===== config.mk =====
export PLATFORM = sky130hd
export DESIGN_NAME = sector_dma_adapter
export DESIGN_NICKNAME = d
export VERILOG_FILES = /design/src/rtl/sector_dma_pkg.sv /design/src/rtl/sector_dma_ctl.sv /design/src/rtl/sector_dma_dp.sv /design/src/rtl/sector_dma_adapter.sv
export SDC_FILE = /design/constraint.sdc
export NUM_CORES = 1
export LEC_CHECK = 0
export BUFFER_PORTS_ARGS = -buffer_cell sky130_fd_sc_hd__buf_2
export CORE_ASPECT_RATIO = 1.25
export CORE_MARGIN = 4
export CORE_UTILIZATION = 55
export DETAILED_ROUTE_END_ITERATION = 16
export PLACE_DENSITY_LB_ADDON = 0.08
export SLEW_MARGIN = 20
export SYNTH_ARGS = -nofsm -noshare
export SYNTH_HDL_FRONTEND = slang
export SYNTH_HIERARCHICAL = 1
export SYNTH_SLANG_ARGS = --single-unit

===== constraint.sdc =====
create_clock -name clk -period 13.58 [get_ports clk]
set_input_delay 1.358 -clock clk [delete_from_list [all_inputs] [get_ports clk]]
set_output_delay 1.358 -clock clk [all_outputs]
set_load 0.02 [all_outputs]

===== src/rtl/sector_dma_pkg.sv =====
package sector_dma_pkg;

  typedef enum logic [3:0] {
    S_IDLE, S_WREQ, S_STEP, S_MED, S_MEM, S_UPD, S_FIN, S_ENDERR, S_FAULT
  } ctlState_e;

  typedef struct packed {
    logic loadCmd;
    logic loadReq;
    logic commit;
    logic setDone;
    logic setErr;
    logic endXfer;
    logic raiseIrq;
  } ctlStrb_t;

  localparam logic [7:0] ST_BUSY = 8'h80;
  localparam logic [7:0] ST_DONE = 8'h50;
  localparam logic [7:0] ST_ERR  = 8'h41;

endpackage


===== src/rtl/sector_dma_ctl.sv =====
module sector_dma_ctl
  import sector_dma_pkg::*;
(
  input  logic     clk,
  input  logic     rstN,
  input  logic     cmdStart,
  input  logic     reqValid,
  input  logic     mediaAck,
  input  logic     mediaErr,
  input  logic     memAck,
  input  logic     wrMode,
  input  logic     lenZero,
  input  logic     pendZero,
  output ctlStrb_t strb,
  output logic     mediaReq,
  output logic     memReq
);

  ctlState_e stateQ, stateD;

  always_ff @(posedge clk) begin
    if (!rstN) stateQ <= S_IDLE;
    else       stateQ <= stateD;
  end

  always_comb begin
    stateD   = stateQ;
    strb     = '0;
    mediaReq = 1'b0;
    memReq   = 1'b0;
    unique case (stateQ)
      S_IDLE: if (cmdStart) begin
        strb.loadCmd = 1'b1;
        stateD = S_WREQ;
      end
      S_WREQ: begin
        if (cmdStart) strb.loadCmd = 1'b1;
        else if (reqValid) begin
          strb.loadReq = 1'b1;
          stateD = S_STEP;
        end
      end
      S_STEP: begin
        if (!lenZero && !pendZero) stateD = wrMode ? S_MEM : S_MED;
        else                       stateD = S_FIN;
      end
      S_MED: begin
        mediaReq = 1'b1;
        if (mediaAck) begin
          if (mediaErr)    stateD = S_ENDERR;
          else if (wrMode) stateD = S_UPD;
          else             stateD = S_MEM;
        end
      end
      S_MEM: begin
        memReq = 1'b1;
        if (memAck) stateD = wrMode ? S_MED : S_UPD;
      end
      S_UPD: begin
        strb.commit = 1'b1;
        stateD = S_STEP;
      end
      S_FIN: begin
        strb.endXfer = lenZero;
        if (pendZero) begin
          strb.setDone  = 1'b1;
          strb.raiseIrq = 1'b1;
          stateD = S_IDLE;
        end else begin
          stateD = S_WREQ;
        end
      end
      S_ENDERR: begin
        strb.endXfer = 1'b1;
        stateD = S_FAULT;
      end
      S_FAULT: begin
        strb.setErr = 1'b1;
        stateD = S_IDLE;
      end
      default: stateD = S_IDLE;
    endcase
  end

  // handshakes are held until acknowledged
  p_media_hold_r12: assert property (@(posedge clk) disable iff (!rstN)
    mediaReq && !mediaAck |=> mediaReq);
  p_mem_hold_r12: assert property (@(posedge clk) disable iff (!rstN)
    memReq && !memAck |=> memReq);
  // interrupt only when pending work is gone
  p_irq_done_r10: assert property (@(posedge clk) disable iff (!rstN)
    strb.raiseIrq |-> pendZero);
  // the two request kinds never overlap
  p_one_req_r9: assert property (@(posedge clk) disable iff (!rstN)
    !(mediaReq && memReq));

endmodule


===== src/rtl/sector_dma_dp.sv =====
module sector_dma_dp
  import sector_dma_pkg::*;
#(
  parameter int ADDR_W          = 32,
  parameter int LEN_W           = 16,
  parameter int CNT_W           = 16,
  parameter int LBA_W           = 32,
  parameter int OPT_SECT_BYTES  = 2048,
  parameter int DISK_SECT_BYTES = 512,
  parameter int BUF_SECTORS     = 4,
  localparam int OFF_W          = $clog2(OPT_SECT_BYTES),
  localparam int DSH            = $clog2(DISK_SECT_BYTES)
)(
  input  logic              clk,
  input  logic              rstN,
  input  ctlStrb_t          strb,
  input  logic              cmdOptical,
  input  logic              cmdWrite,
  input  logic [LBA_W-1:0]  cmdLba,
  input  logic [CNT_W-1:0]  cmdCount,
  input  logic [7:0]        cmdReason,
  input  logic [ADDR_W-1:0] reqAddr,
  input  logic [LEN_W-1:0]  reqLen,
  output logic              wrMode,
  output logic              lenZero,
  output logic              pendZero,
  output logic              mediaWrite,
  output logic [LBA_W-1:0]  mediaLba,
  output logic [CNT_W-1:0]  mediaSectors,
  output logic              memWrite,
  output logic [ADDR_W-1:0] memAddr,
  output logic [LEN_W-1:0]  memLen,
  output logic [OFF_W-1:0]  memBufOff,
  output logic [7:0]        statusOut,
  output logic [7:0]        intReason
);

  localparam logic [LEN_W-1:0] OPT_LEN = LEN_W'(OPT_SECT_BYTES);
  localparam logic [CNT_W-1:0] BUF_CAP = CNT_W'(BUF_SECTORS);

  logic              optQ, wrQ;
  logic [ADDR_W-1:0] addrQ;
  logic [LEN_W-1:0]  remLenQ;
  logic [LBA_W-1:0]  lbaQ;
  logic [CNT_W-1:0]  pendQ;
  logic [OFF_W-1:0]  offQ;
  logic [7:0]        statusQ, reasonQ;

  logic [CNT_W-1:0]  nCap, chunkSect, pendDec;
  logic [LEN_W-1:0]  capBytes, chunkLen;
  logic [LEN_W:0]    roundUp;
  logic [OFF_W:0]    offSum;

  always_comb begin
    nCap      = (pendQ < BUF_CAP) ? pendQ : BUF_CAP;
    capBytes  = LEN_W'(nCap) << DSH;
    if (optQ) chunkLen = (remLenQ < OPT_LEN)  ? remLenQ : OPT_LEN;
    else      chunkLen = (remLenQ < capBytes) ? remLenQ : capBytes;
    roundUp   = {1'b0, chunkLen} + (LEN_W+1)'(DISK_SECT_BYTES - 1);
    chunkSect = CNT_W'(roundUp >> DSH);
    offSum    = {1'b0, offQ} + (OFF_W+1)'(chunkLen);
    pendDec   = optQ ? CNT_W'(chunkLen) : chunkSect;
  end

  always_ff @(posedge clk) begin
    if (!rstN) begin
      optQ <= 1'b0; wrQ <= 1'b0; addrQ <= '0; remLenQ <= '0; lbaQ <= '0;
      pendQ <= '0; offQ <= '0; statusQ <= 8'h00; reasonQ <= 8'h00;
    end else begin
      if (strb.loadCmd) begin
        optQ    <= cmdOptical;
        wrQ     <= cmdWrite && !cmdOptical;
        lbaQ    <= cmdLba;
        pendQ   <= cmdCount;
        offQ    <= '0;
        statusQ <= ST_BUSY;
        reasonQ <= cmdReason;
      end
      if (strb.loadReq) begin
        addrQ   <= reqAddr;
        remLenQ <= reqLen;
      end
      if (strb.commit) begin
        addrQ   <= addrQ + ADDR_W'(chunkLen);
        remLenQ <= remLenQ - chunkLen;
        pendQ   <= (pendQ > pendDec) ? pendQ - pendDec : '0;
        if (optQ) begin
          offQ <= offSum[OFF_W-1:0];
          lbaQ <= lbaQ + LBA_W'(offSum[OFF_W]);
        end else begin
          lbaQ <= lbaQ + LBA_W'(chunkSect);
        end
      end
      if (strb.setDone) begin
        statusQ <= ST_DONE;
        if (optQ) reasonQ <= {reasonQ[7:3], 3'b011};
      end
      if (strb.setErr) statusQ <= ST_ERR;
    end
  end

  assign wrMode       = wrQ;
  assign lenZero      = (remLenQ == '0);
  assign pendZero     = (pendQ == '0);
  assign mediaWrite   = wrQ;
  assign mediaLba     = lbaQ;
  assign mediaSectors = optQ ? CNT_W'(1) : chunkSect;
  assign memWrite     = !wrQ;
  assign memAddr      = addrQ;
  assign memLen       = chunkLen;
  assign memBufOff    = optQ ? offQ : '0;
  assign statusOut    = statusQ;
  assign intReason    = reasonQ;

  // a committed chunk is non-empty and fits the request
  p_chunk_bound_r3: assert property (@(posedge clk) disable iff (!rstN)
    strb.commit |-> (chunkLen != '0) && (chunkLen <= remLenQ));
  // pending work never grows except on a new command
  p_pend_mono_r5: assert property (@(posedge clk) disable iff (!rstN)
    !strb.loadCmd |=> pendQ <= $past(pendQ));
  // end of transfer precedes the error status
  p_end_before_err_r11: assert property (@(posedge clk) disable iff (!rstN)
    strb.setErr |-> $past(strb.endXfer));
  // an optical wrap advances the block address by exactly one
  p_wrap_step_r4: assert property (@(posedge clk) disable iff (!rstN)
    strb.commit && optQ |=> lbaQ - $past(lbaQ) <= LBA_W'(1));

endmodule


===== src/rtl/sector_dma_adapter.sv =====
module sector_dma_adapter
  import sector_dma_pkg::*;
#(
  parameter int ADDR_W          = 32,
  parameter int LEN_W           = 16,
  parameter int CNT_W           = 16,
  parameter int LBA_W           = 32,
  parameter int OPT_SECT_BYTES  = 2048,
  parameter int DISK_SECT_BYTES = 512,
  parameter int BUF_SECTORS     = 4,
  localparam int OFF_W          = $clog2(OPT_SECT_BYTES)
)(
  input  logic              clk,
  input  logic              rstN,
  input  logic              cmdStart,
  input  logic              cmdOptical,
  input  logic              cmdWrite,
  input  logic [LBA_W-1:0]  cmdLba,
  input  logic [CNT_W-1:0]  cmdCount,
  input  logic [7:0]        cmdReason,
  input  logic              reqValid,
  input  logic [ADDR_W-1:0] reqAddr,
  input  logic [LEN_W-1:0]  reqLen,
  output logic              mediaReq,
  output logic              mediaWrite,
  output logic [LBA_W-1:0]  mediaLba,
  output logic [CNT_W-1:0]  mediaSectors,
  input  logic              mediaAck,
  input  logic              mediaErr,
  output logic              memReq,
  output logic              memWrite,
  output logic [ADDR_W-1:0] memAddr,
  output logic [LEN_W-1:0]  memLen,
  output logic [OFF_W-1:0]  memBufOff,
  input  logic              memAck,
  output logic              dmaEnd,
  output logic              irq,
  output logic [7:0]        statusOut,
  output logic [7:0]        intReason
);

  ctlStrb_t strb;
  logic     wrMode, lenZero, pendZero;

  sector_dma_ctl u_ctl (
    .clk(clk), .rstN(rstN), .cmdStart(cmdStart), .reqValid(reqValid),
    .mediaAck(mediaAck), .mediaErr(mediaErr), .memAck(memAck),
    .wrMode(wrMode), .lenZero(lenZero), .pendZero(pendZero),
    .strb(strb), .mediaReq(mediaReq), .memReq(memReq)
  );

  sector_dma_dp #(
    .ADDR_W(ADDR_W), .LEN_W(LEN_W), .CNT_W(CNT_W), .LBA_W(LBA_W),
    .OPT_SECT_BYTES(OPT_SECT_BYTES), .DISK_SECT_BYTES(DISK_SECT_BYTES),
    .BUF_SECTORS(BUF_SECTORS)
  ) u_dp (
    .clk(clk), .rstN(rstN), .strb(strb),
    .cmdOptical(cmdOptical), .cmdWrite(cmdWrite), .cmdLba(cmdLba),
    .cmdCount(cmdCount), .cmdReason(cmdReason),
    .reqAddr(reqAddr), .reqLen(reqLen),
    .wrMode(wrMode), .lenZero(lenZero), .pendZero(pendZero),
    .mediaWrite(mediaWrite), .mediaLba(mediaLba), .mediaSectors(mediaSectors),
    .memWrite(memWrite), .memAddr(memAddr), .memLen(memLen),
    .memBufOff(memBufOff), .statusOut(statusOut), .intReason(intReason)
  );

  assign dmaEnd = strb.endXfer;
  assign irq    = strb.raiseIrq;

  // end-of-transfer and interrupt are single-cycle pulses
  p_end_pulse_r6: assert property (@(posedge clk) disable iff (!rstN)
    dmaEnd |=> !dmaEnd);
  p_irq_pulse_r7: assert property (@(posedge clk) disable iff (!rstN)
    irq |=> !irq);

endmodule


==> results of run 1 <==
-- cells by family (layout without fill, tap and decap cells) --
family	count (synthesis)	in the layout
AO/OA/AOI/OAI	394	394
XOR/XNOR	50	50
adder cells (fa/ha/maj)	78	78
buffers and inverters	125	324
flip-flops	125	125
multiplexers	50	50
other	2	21
AND/OR/NAND/NOR	394	394
-- layer usage --
layer | global-route usage | vias up
li1 | - | 4904
met1 | 0.3637 | 4791
met5 | 0 | -
met3 | 0.05445 | 87
met4 | 0.1451 | 0
met2 | 0.5240 | 415
-- tightest hold or removal path, cell delays in order (launching register included) --
cell and delay, ns:
dfxtp_1 0.31, nor2_1 0.09, nor3_1 0.05
-- registers in the layout (all words and copies together) (netlist names) --
| register | count |
|---|---|
| u_dp/pendQ | 16 |
| u_dp/intReason | 8 |
| u_dp/statusOut | 4 |
| u_dp/mediaWrite | 1 |
| u_dp/mediaLba | 32 |
| u_dp/optQ | 1 |
| u_dp/offQ | 11 |
| u_dp/memAddr | 32 |
| u_ctl/stateQ | 4 |
| u_dp/remLenQ | 16 |
-- cell usage after synthesis (6+ instances only) --
library cell	number
nand4_1	12
buf_1	14
nor2b_1	21
a21o_1	18
dfxtp_1	125
mux2_2	13
and2_1	29
o211ai_1	9
nor4_1	8
mux2i_1	37
ha_1	73
or3_1	7
a31oi_1	23
nand2b_1	11
a211oi_1	57
o31a_1	8
a311oi_1	19
o21a_1	19
o21ai_0	72
a21oi_1	83
o211a_1	12
nand3_1	29
inv_1	50
nor3_1	28
and3_1	16
o22ai_1	13
xnor2_1	33
nand2_1	79
o41ai_1	6
nor2_1	118
xor2_1	17
clkbuf_1	41
o21bai_1	8
buf_4	15
-- path summary, 6_finish.rpt --
check	endpoint	slack, ns
min reg2reg	u_dp/statusOut[7]$_SDFFE_PP0P_	0.49
max reg2reg	u_dp/mediaLba[26]$_SDFFE_PN0P_	6.57
max	u_dp/mediaLba[26]$_SDFFE_PN0P_	6.57
min	u_dp/statusOut[7]$_SDFFE_PP0P_	0.49
-- stage by stage --
stage,area [µm²],hold slack [ns],util
global route,11520,0.5198,0.6760
detailed placement,10910,0.4761,0.6401
finish,11520,0.4937,0.6760
global placement,10910,0.4690,0.6401
CTS,11520,0.4924,0.6759
floorplan,9721,0.4727,-
-- report_power, final --
group	switching (mW)	total (mW)	internal [mW]	leakage [nW]
Sequential	0.0728	0.499	0.426	1.02
Clock	0.188	0.480	0.292	0.291
Combinational	0.534	0.896	0.362	3.88
Total	0.794	1.88	1.08	5.19
-- cell type report --
cell class	count	area [µm²]
diodes	1	2.502
clock buffers	17	425.4
repair buffers	240	1229
flip-flops and latches	125	2502
multi-input cells	986	6706
well taps	220	275.3
fillers	1553	5522
inverters	52	196.4
clock inverters	15	183.9
==> run metrics, run 1 <==
main combinational cell family by area after synthesis=compound AO/OA/AOI/OAI gates; VDD IR max=88.73 µV; via/cell ratio=6.158; Total GRT Usage=0.3034; die width=126.5 µm; H-tree depth=4; initial drt markers=827; Worst setup EP type=register; crit path DAT=7.28 ns; synth warn=6; Final WS setup=6.566 ns; leading cell type in the layout, fill and taps excluded=buf_2; gr ovfl total=0; met2 WL post-DR=15.16 mm; Levels on crit path=29; post-CTS setup buffer count=0; LEAKAGE=5.192 nW; startpoint types=register; Synth Area in Adders=0.1050; Max clock buf depth=2; Reg-to-Reg Start=u_dp/pendQ[10]$_SDFFE_PN0P_; Hold Buf Count CTS=0; clk_lat worst skew=0.42 ns; Layout Cells excl Fill=1656; Num Clock Sinks=125; row count=53; post-synthesis cell count=1218; slowest CP cell=nor4_1; via count=10200; Hold Path Class=register to register; IO Port Bufs=229; largest net degree at the start of global routing=69; Routed Antenna Nets=0; Synth Area in Compound Gates=0.2752; Fmax=142.6 MHz; top cell type by total area after synthesis=dfxtp_1; dpl hpwl=22.91 mm; DR DRC count=0; number of global-route vias before repair=9716; top_reg_cell synth=dfxtp_1; top-area cell type share of the netlist area=0.2592; RSZ-0062 raised after global routing=no; CORE AREA=17040 µm²; met1 wire length=12.45 mm; pin slew with the least headroom to its limit=1.124 ns; top post-synthesis cells by area=dfxtp_1 26%, ha_1 9.5%, nor2_1 4.6%, a211oi_1 4.4%, a21oi_1 4.3%; pwr dens=162.8 nW/µm²; TritonCTS buffer count=17; Fin. Hold Viols=0; post-route minimum period=7.014 ns; Syn Area/Cell=7.925 µm²; gpl congestion=0.9653; distinct cell type count after synthesis=77; Top Layer Used=met4; total routed wirelength=31.09 mm; DP Worst Slack=6.689 ns; worst r2r path cells=29; Synth-to-Final Area Change=19.35%; simple-gate share of the synthesized area=0.2053; most frequent cells in the layout=229 x buf_2, 125 x dfxtp_1, 117 x nor2_1, 83 x a21oi_1, 79 x nand2_1; Slew Viols, Final=0; Placed Cells=1623; Pre-Repair DR Iteration Count=5; Setup TNS=0 ns; xor and xnor fraction of the mapped netlist area=0.04537; DR WL met3=2.066 mm; skew final=0.01341 ns; Critical path origin=u_dp/pendQ[10]$_SDFFE_PN0P_; Post-synth EDFFs=0; Die Span Y=156.1 µm; Worst slew margin=0.2490; die area=19750 µm²; FFs w/ async S/R, synth=0; nets@finish=1613; CTS tree=done; status=finished clean; mapped cell area=9653 µm²; clock-pin slew on the worst setup and hold paths=0.06 ns; mux share of post-synthesis cell area=0.05353; post-synthesis sequential area ratio=0.2592; initial antenna violation count=1; Starting Density=0.5664; critical path required time=13.85 ns; layout cells sized above 1=0.2153; final setup vio count=0; Yosys reg bits=125; worst path bufs/invs=2; critical path's top delay family=compound AO/OA/AOI/OAI gates; # resized after CTS=0; Max Cap Viol=0; crit path max fanout=8; worst min-delay path startpoint=u_dp/statusOut[7]$_SDFFE_PP0P_; DR WL/cell=18.77 µm; CTS root buffer=clkbuf_16; Tot Pwr=1.875 mW; first-pass GRT wire length=48.96 mm; final period utilization=0.5165; WHS Path Cells=2; Ports=242; CP max stage delay=0.43 ns; critical path class=register to register
Power figures use the tool's default switching activity.
==> inputs of run 2 (changes only) <==
==> constraint.sdc (replaced) <==
create_clock -name clk -period 6.7 [get_ports clk]
set_input_delay 0.67 -clock clk [delete_from_list [all_inputs] [get_ports clk]]
set_output_delay 0.67 -clock clk [all_outputs]
set_load 0.02 [all_outputs]
==> run 2 against run 1 <==
Against the previous run:
- sequential share of layout area down 0.19 points
- clock-buffer cell count unchanged
- first-iteration DRC count down 3.1%
- largest cell class unchanged
- largest power group unchanged
==> run metrics, run 2 (same netlist as run 1, synthesis figures left out) <==
status=finished clean; Num Clock Sinks=125 (unchanged); DR DRC count=0 (unchanged); clock-pin slew on the worst setup and hold paths=0.07 ns (about the same); final instance area=11620 µm² (+0.87%); LEAKAGE=5.249 nW (+1.1%); CTS tree=done; via/cell ratio=6.096 (-0.99%); Max Cap Viol=0 (unchanged); final setup vio count=0 (unchanged); CTS root buffer=clkbuf_16; IO Port Bufs=229 (unchanged); Final WS setup=0.4608 ns (-6.105 ns); skew final=0.01539 ns (+0.001986 ns); gr ovfl total=0 (unchanged); Clock Power Share=0.240 (-0.016); Comb pwr share=0.490 (+0.012); antenna fix cells=0 (-1); initial antenna violation count=0 (-1); dpl hpwl=23.21 mm (+1.3%); pin slew with the least headroom to its limit=1.138 ns (+0.01376 ns); Pint=2.108 mW (+95%); DP Area=11000 µm² (+0.83%); critical path required time=6.97 ns (-6.88 ns); NetSw=1.639 mW (+110%); via count=10180 (-0.22%); pwr dens=322.4 nW/µm² (+98%); number of global-route vias before repair=9641 (-0.77%); Setup TNS=0 ns (unchanged); initial drt markers=801 (-3.1%); Hold Buf Count CTS=0 (unchanged); final period utilization=0.9312 (+0.4147); Layout Cells excl Fill=1669 (+0.79%); Fin. Hold Viols=0 (unchanged); first-pass GRT wire length=48.82 mm (-0.28%); leading cell type in the layout, fill and taps excluded=buf_2; slowest CP cell=a2111o_1; Routed Antenna Nets=0 (unchanged); DR WL/cell=18.61 µm (-0.87%); post-route minimum period=6.239 ns (-0.7746 ns); TritonCTS buffer count=17 (unchanged); Total GRT Usage=0.3020 (-0.001350); crit path max fanout=7 (-1); CP max stage delay=0.43 ns (about the same); Placed Cells=1635 (+0.74%); Worst slew margin=0.2398 (-0.009189); H-tree depth=4 (unchanged); die width=126.5 µm (unchanged); Synth-to-Final Area Change=20.39%; row count=53 (unchanged); startpoint types=register; DP Worst Slack=0.07174 ns (-6.617 ns); CORE AREA=17040 µm² (unchanged); Die Span Y=156.1 µm (unchanged); nets@finish=1627 (+0.87%); Sw Ratio=0.4375 (+0.01379); die area=19750 µm² (unchanged); Hold Path Class=input pin to register; VDD IR max=179.9 µV (+100%); crit path DAT=6.51 ns (-0.77 ns); Worst setup EP type=register; clk_lat worst skew=0.43 ns (about the same); fill count=1493 (-3.9%); sequential power share=0.270 (+0.004); critical path class=register to register; gpl congestion=0.9547 (-1.1%); layout cells sized above 1=0.2284 (+0.01310); Starting Density=0.5664 (unchanged); Pre-Repair DR Iteration Count=5 (unchanged); Slew Viols, Final=0 (unchanged); Ports=242 (unchanged); Max clock buf depth=2 (unchanged); Fmax=160.3 MHz (+12%); largest net degree at the start of global routing=69 (unchanged); most frequent cells in the layout=229 x buf_2, 125 x dfxtp_1, 116 x nor2_1, 82 x a21oi_1, 79 x nand2_1; total routed wirelength=31.06 mm (about the same); RSZ-0062 raised after global routing=no
-- run 2: critical path: cells and delay by family (launching register included) --
kind / cells / cell delay [ns]
buffers and inverters: 3 / 0.33
AND/OR/NAND/NOR: 7 / 1.54
adder cells (fa/ha/maj): 4 / 0.88
AO/OA/AOI/OAI: 15 / 2.96
flip-flops: 1 / 0.33
-- run 2: per-stage QoR --
| step | hold slack [ns] | total power, mW | utilization |
|---|---|---|---|
| 6_report | 0.4898 | 3.747 | 0.6819 |
| 5_1_grt | 0.4770 | 3.983 | 0.6819 |
| 3_5_place_dp | 0.4812 | 2.818 | 0.6454 |
| 4_1_cts | 0.4750 | 3.729 | 0.6791 |
| 2_1_floorplan | 0.4727 | 2.343 | - |
| 3_3_place_gp | 0.4680 | 2.796 | 0.6454 |
-- run 2: power groups by stage --
stage / logic (mW) / registers [mW] / clock network (mW)
2_1_floorplan: 1.28 / 1.06 / 0
3_3_place_gp: 1.78 / 1.02 / 0
3_5_place_dp: 1.80 / 1.02 / 0
4_1_cts: 1.81 / 1.01 / 0.913
5_1_grt: 2.01 / 1.03 / 0.945
6_report: 1.84 / 1.01 / 0.900
-- run 2: area by class of cell --
cell class	count	area, µm²	share of cell area
inverter	52	196.4	0.01690
clock buffer	17	425.4	0.03661
sequential	125	2502	0.2153
timing repair buffer	254	1334	0.1148
clock inverter	15	142.6	0.01227
multi-input combinational	986	6745	0.5804
tap	220	275.3	0.02369
-- run 2: worst paths after layout --
| kind | slack, ns | cells past startpoint | to | start |
|---|---|---|---|---|
| hold / removal | 0.49 | 3 | u_dp/intReason[7]$_SDFFE_PN0P_ | cmdReason[7] |
| setup reg to reg | 0.46 | 29 | u_dp/mediaLba[6]$_SDFFE_PN0P_ | u_dp/pendQ[10]$_SDFFE_PN0P_ |
| hold reg to reg | 0.49 | 1 | u_dp/mediaLba[14]$_SDFFE_PN0P_ | u_dp/mediaLba[14]$_SDFFE_PN0P_ |
| setup / recovery | 0.46 | 29 | u_dp/mediaLba[6]$_SDFFE_PN0P_ | u_dp/pendQ[10]$_SDFFE_PN0P_ |
-- run 2: repair_timing --
action,4_1_cts,5_1_grt
buffers inserted,0,2
endpoints found under the setup margin,1,23
resized for setup,1,10
endpoints found under the hold margin,0,0
pin swaps,0,2
-- run 2: layer usage --
layer / wire (µm) / up-vias / GRT usage
met1: 12350 / 4741 / 0.3581
met3: 2113 / 76 / 0.05685
met4: 1212 / 0 / 0.1405
li1: - / 4948 / -
met2: 15380 / 410 / 0.5265
met5: 0 / - / 0
==> inputs of run 3 (changes only) <==
--- a/config.mk
+++ b/config.mk
@@ -8,7 +8,7 @@
 export BUFFER_PORTS_ARGS = -buffer_cell sky130_fd_sc_hd__buf_2
 export CORE_ASPECT_RATIO = 1.25
 export CORE_MARGIN = 4
-export CORE_UTILIZATION = 55
+export CORE_UTILIZATION = 40
 export DETAILED_ROUTE_END_ITERATION = 16
 export PLACE_DENSITY_LB_ADDON = 0.08
 export SLEW_MARGIN = 20
==> run 3 against run 2 <==
Against the previous run:
- non-clock buffer count rose by 3
- final area increased by 1.4%
- fmax decreased by 1.7%
- cell count grew 6.5%
- clock-buffer cell count did not move
- register-to-register slack worse by 0.11 ns
- sequential power about the same
- clock power about the same
- critical path type unchanged
- largest power group unchanged
- highest routed layer unchanged
==> run metrics, run 3 (same netlist as run 1, synthesis figures left out) <==
gpl congestion=0.9041 (-5.3%); number of global-route vias before repair=9505 (-1.4%); status=finished clean; die width=146.9 µm (+16%); CTS tree=done; VDD IR max=197.2 µV (+9.7%); skew final=0.01470 ns (-0.0006907 ns); worst path bufs/invs=3 (unchanged); Ports=242 (unchanged); Routed Antenna Nets=0 (unchanged); dpl hpwl=24.47 mm (+5.4%); CP max stage delay=0.43 ns (about the same); post-route minimum period=6.345 ns (+0.1060 ns); TritonCTS buffer count=17 (unchanged); startpoint types=register; die area=26700 µm² (+35%); first-pass GRT wire length=50.67 mm (+3.8%); Starting Density=0.4068 (-0.1596); clock-pin slew on the worst setup and hold paths=0.07 ns (about the same); IO Port Bufs=229 (unchanged); Worst setup EP type=register; final setup vio count=0 (unchanged); DR DRC count=0 (unchanged); Fmax=157.6 MHz (-1.7%); Hold Path Class=register to register; DP Worst Slack=0.02133 ns (-0.05041 ns); Die Span Y=181.7 µm (+16%); pin slew with the least headroom to its limit=1.063 ns (-0.07465 ns); Total GRT Usage=0.2335 (-0.06852); layout cells sized above 1=0.2321 (+0.003660); Final WS setup=0.3548 ns (-0.1060 ns); gr ovfl total=0 (unchanged); total routed wirelength=32.60 mm (+5.0%); most frequent cells in the layout=229 x buf_2, 125 x dfxtp_1, 116 x nor2_1, 80 x a21oi_1, 79 x nand2_1; largest net degree at the start of global routing=67 (-2.9%); leading cell type in the layout, fill and taps excluded=buf_2; crit path max fanout=7 (unchanged); Layout Cells excl Fill=1778 (+6.5%); Tot Pwr=3.758 mW (+0.29%); via count=10060 (-1.1%); pwr dens=318.9 nW/µm² (-1.1%); Synth-to-Final Area Change=22.07%; Max clock buf depth=2 (unchanged); Slew Viols, Final=0 (unchanged); Fin. Hold Viols=0 (unchanged); Pre-Repair DR Iteration Count=5 (unchanged); nets@finish=1630 (+0.18%); final core occ=0.4967 (-0.1852); critical path required time=7.03 ns (+0.06 ns); critical path's top delay family=compound AO/OA/AOI/OAI gates; initial antenna violation count=0 (unchanged); via/cell ratio=5.657 (-7.2%); CTS root buffer=clkbuf_16; row count=63 (+19%); DR WL/cell=18.33 µm (-1.5%); Worst slew margin=0.2864 (+0.04657); Max Cap Viol=0 (unchanged); slowest CP cell=a2111o_1; Placed Cells=1740 (+6.4%); Num Clock Sinks=125 (unchanged); fill count=2439 (+63%); crit path DAT=6.67 ns (+0.16 ns); H-tree depth=4 (unchanged); CORE AREA=23730 µm² (+39%); initial drt markers=546 (-32%); critical path class=register to register; LEAKAGE=5.268 nW (+0.36%); final period utilization=0.9471 (+0.01582); clk_lat worst skew=0.42 ns (about the same)
==> run 3: per-stage QoR <==
| stage | hold slack, ns | TNS, ns | area [µm²] |
|---|---|---|---|
| 4_1_cts | 0.4695 | 0 | 11700 |
| 2_1_floorplan | 0.4727 | 0 | 9721 |
| 5_1_grt | 0.4817 | -0.03081 | 11780 |
| 3_5_place_dp | 0.4798 | 0 | 11130 |
| 3_3_place_gp | 0.4717 | 0 | 11130 |
| 6_report | 0.4848 | 0 | 11780 |
==> run 3: final cells by class <==
cell class,count,area (µm²),area share
multi-input cells,986,6754,0.5732
inverters,52,197.7,0.01678
well taps,325,406.6,0.03451
clock inverters,15,138.9,0.01179
diodes,1,2.502,0.0002124
flip-flops and latches,125,2502,0.2124
repair buffers,257,1356,0.1151
clock buffers,17,425.4,0.03610
==> run 3: power by group <==
group	internal (mW)	total, mW	switching [mW]
registers	0.864	1.02	0.156
clock network	0.492	0.902	0.409
logic	0.761	1.84	1.08
total	2.12	3.76	1.64
==> run 3: path summary, 6_finish.rpt <==
kind,from,endpoint,slack [ns],depth (start not counted)
worst max-delay path,u_dp/pendQ[10]$_SDFFE_PN0P_,u_dp/mediaLba[22]$_SDFFE_PN0P_,0.35,29
worst min-delay path,u_dp/mediaLba[14]$_SDFFE_PN0P_,u_dp/mediaLba[14]$_SDFFE_PN0P_,0.48,1
worst max register to register,u_dp/pendQ[10]$_SDFFE_PN0P_,u_dp/mediaLba[22]$_SDFFE_PN0P_,0.35,29
worst min register to register,u_dp/mediaLba[14]$_SDFFE_PN0P_,u_dp/mediaLba[14]$_SDFFE_PN0P_,0.48,1
==> run 3: timing repair <==
item | CTS | global route
hold buffers | 0 | 0
buffers inserted | 0 | 5
resized for setup | 1 | 16
endpoints found under the hold margin | 0 | 0
setup endpoints to repair | 4 | 24
cloned | 0 | 0
pin swaps | 0 | 7
==> run 3: metal layers <==
layer	up-vias	wire (µm)	track usage
li1	4960	-	-
met1	4764	13760	0.2854
met5	-	0	0
met2	287	16100	0.4076
met3	47	1931	0.04643
met4	0	801	0.08206
==> run 3: worst reg2reg max path: cells and delay by family, from the launching register on <==
family / cells / cell delay, ns
AOI/OAI and AO/OA: 13 / 2.59
adders and majority gates: 4 / 1.21
buffers and inverters: 3 / 0.35
DFF: 1 / 0.33
muxes: 1 / 0.35
and+or+nand+nor: 8 / 1.41
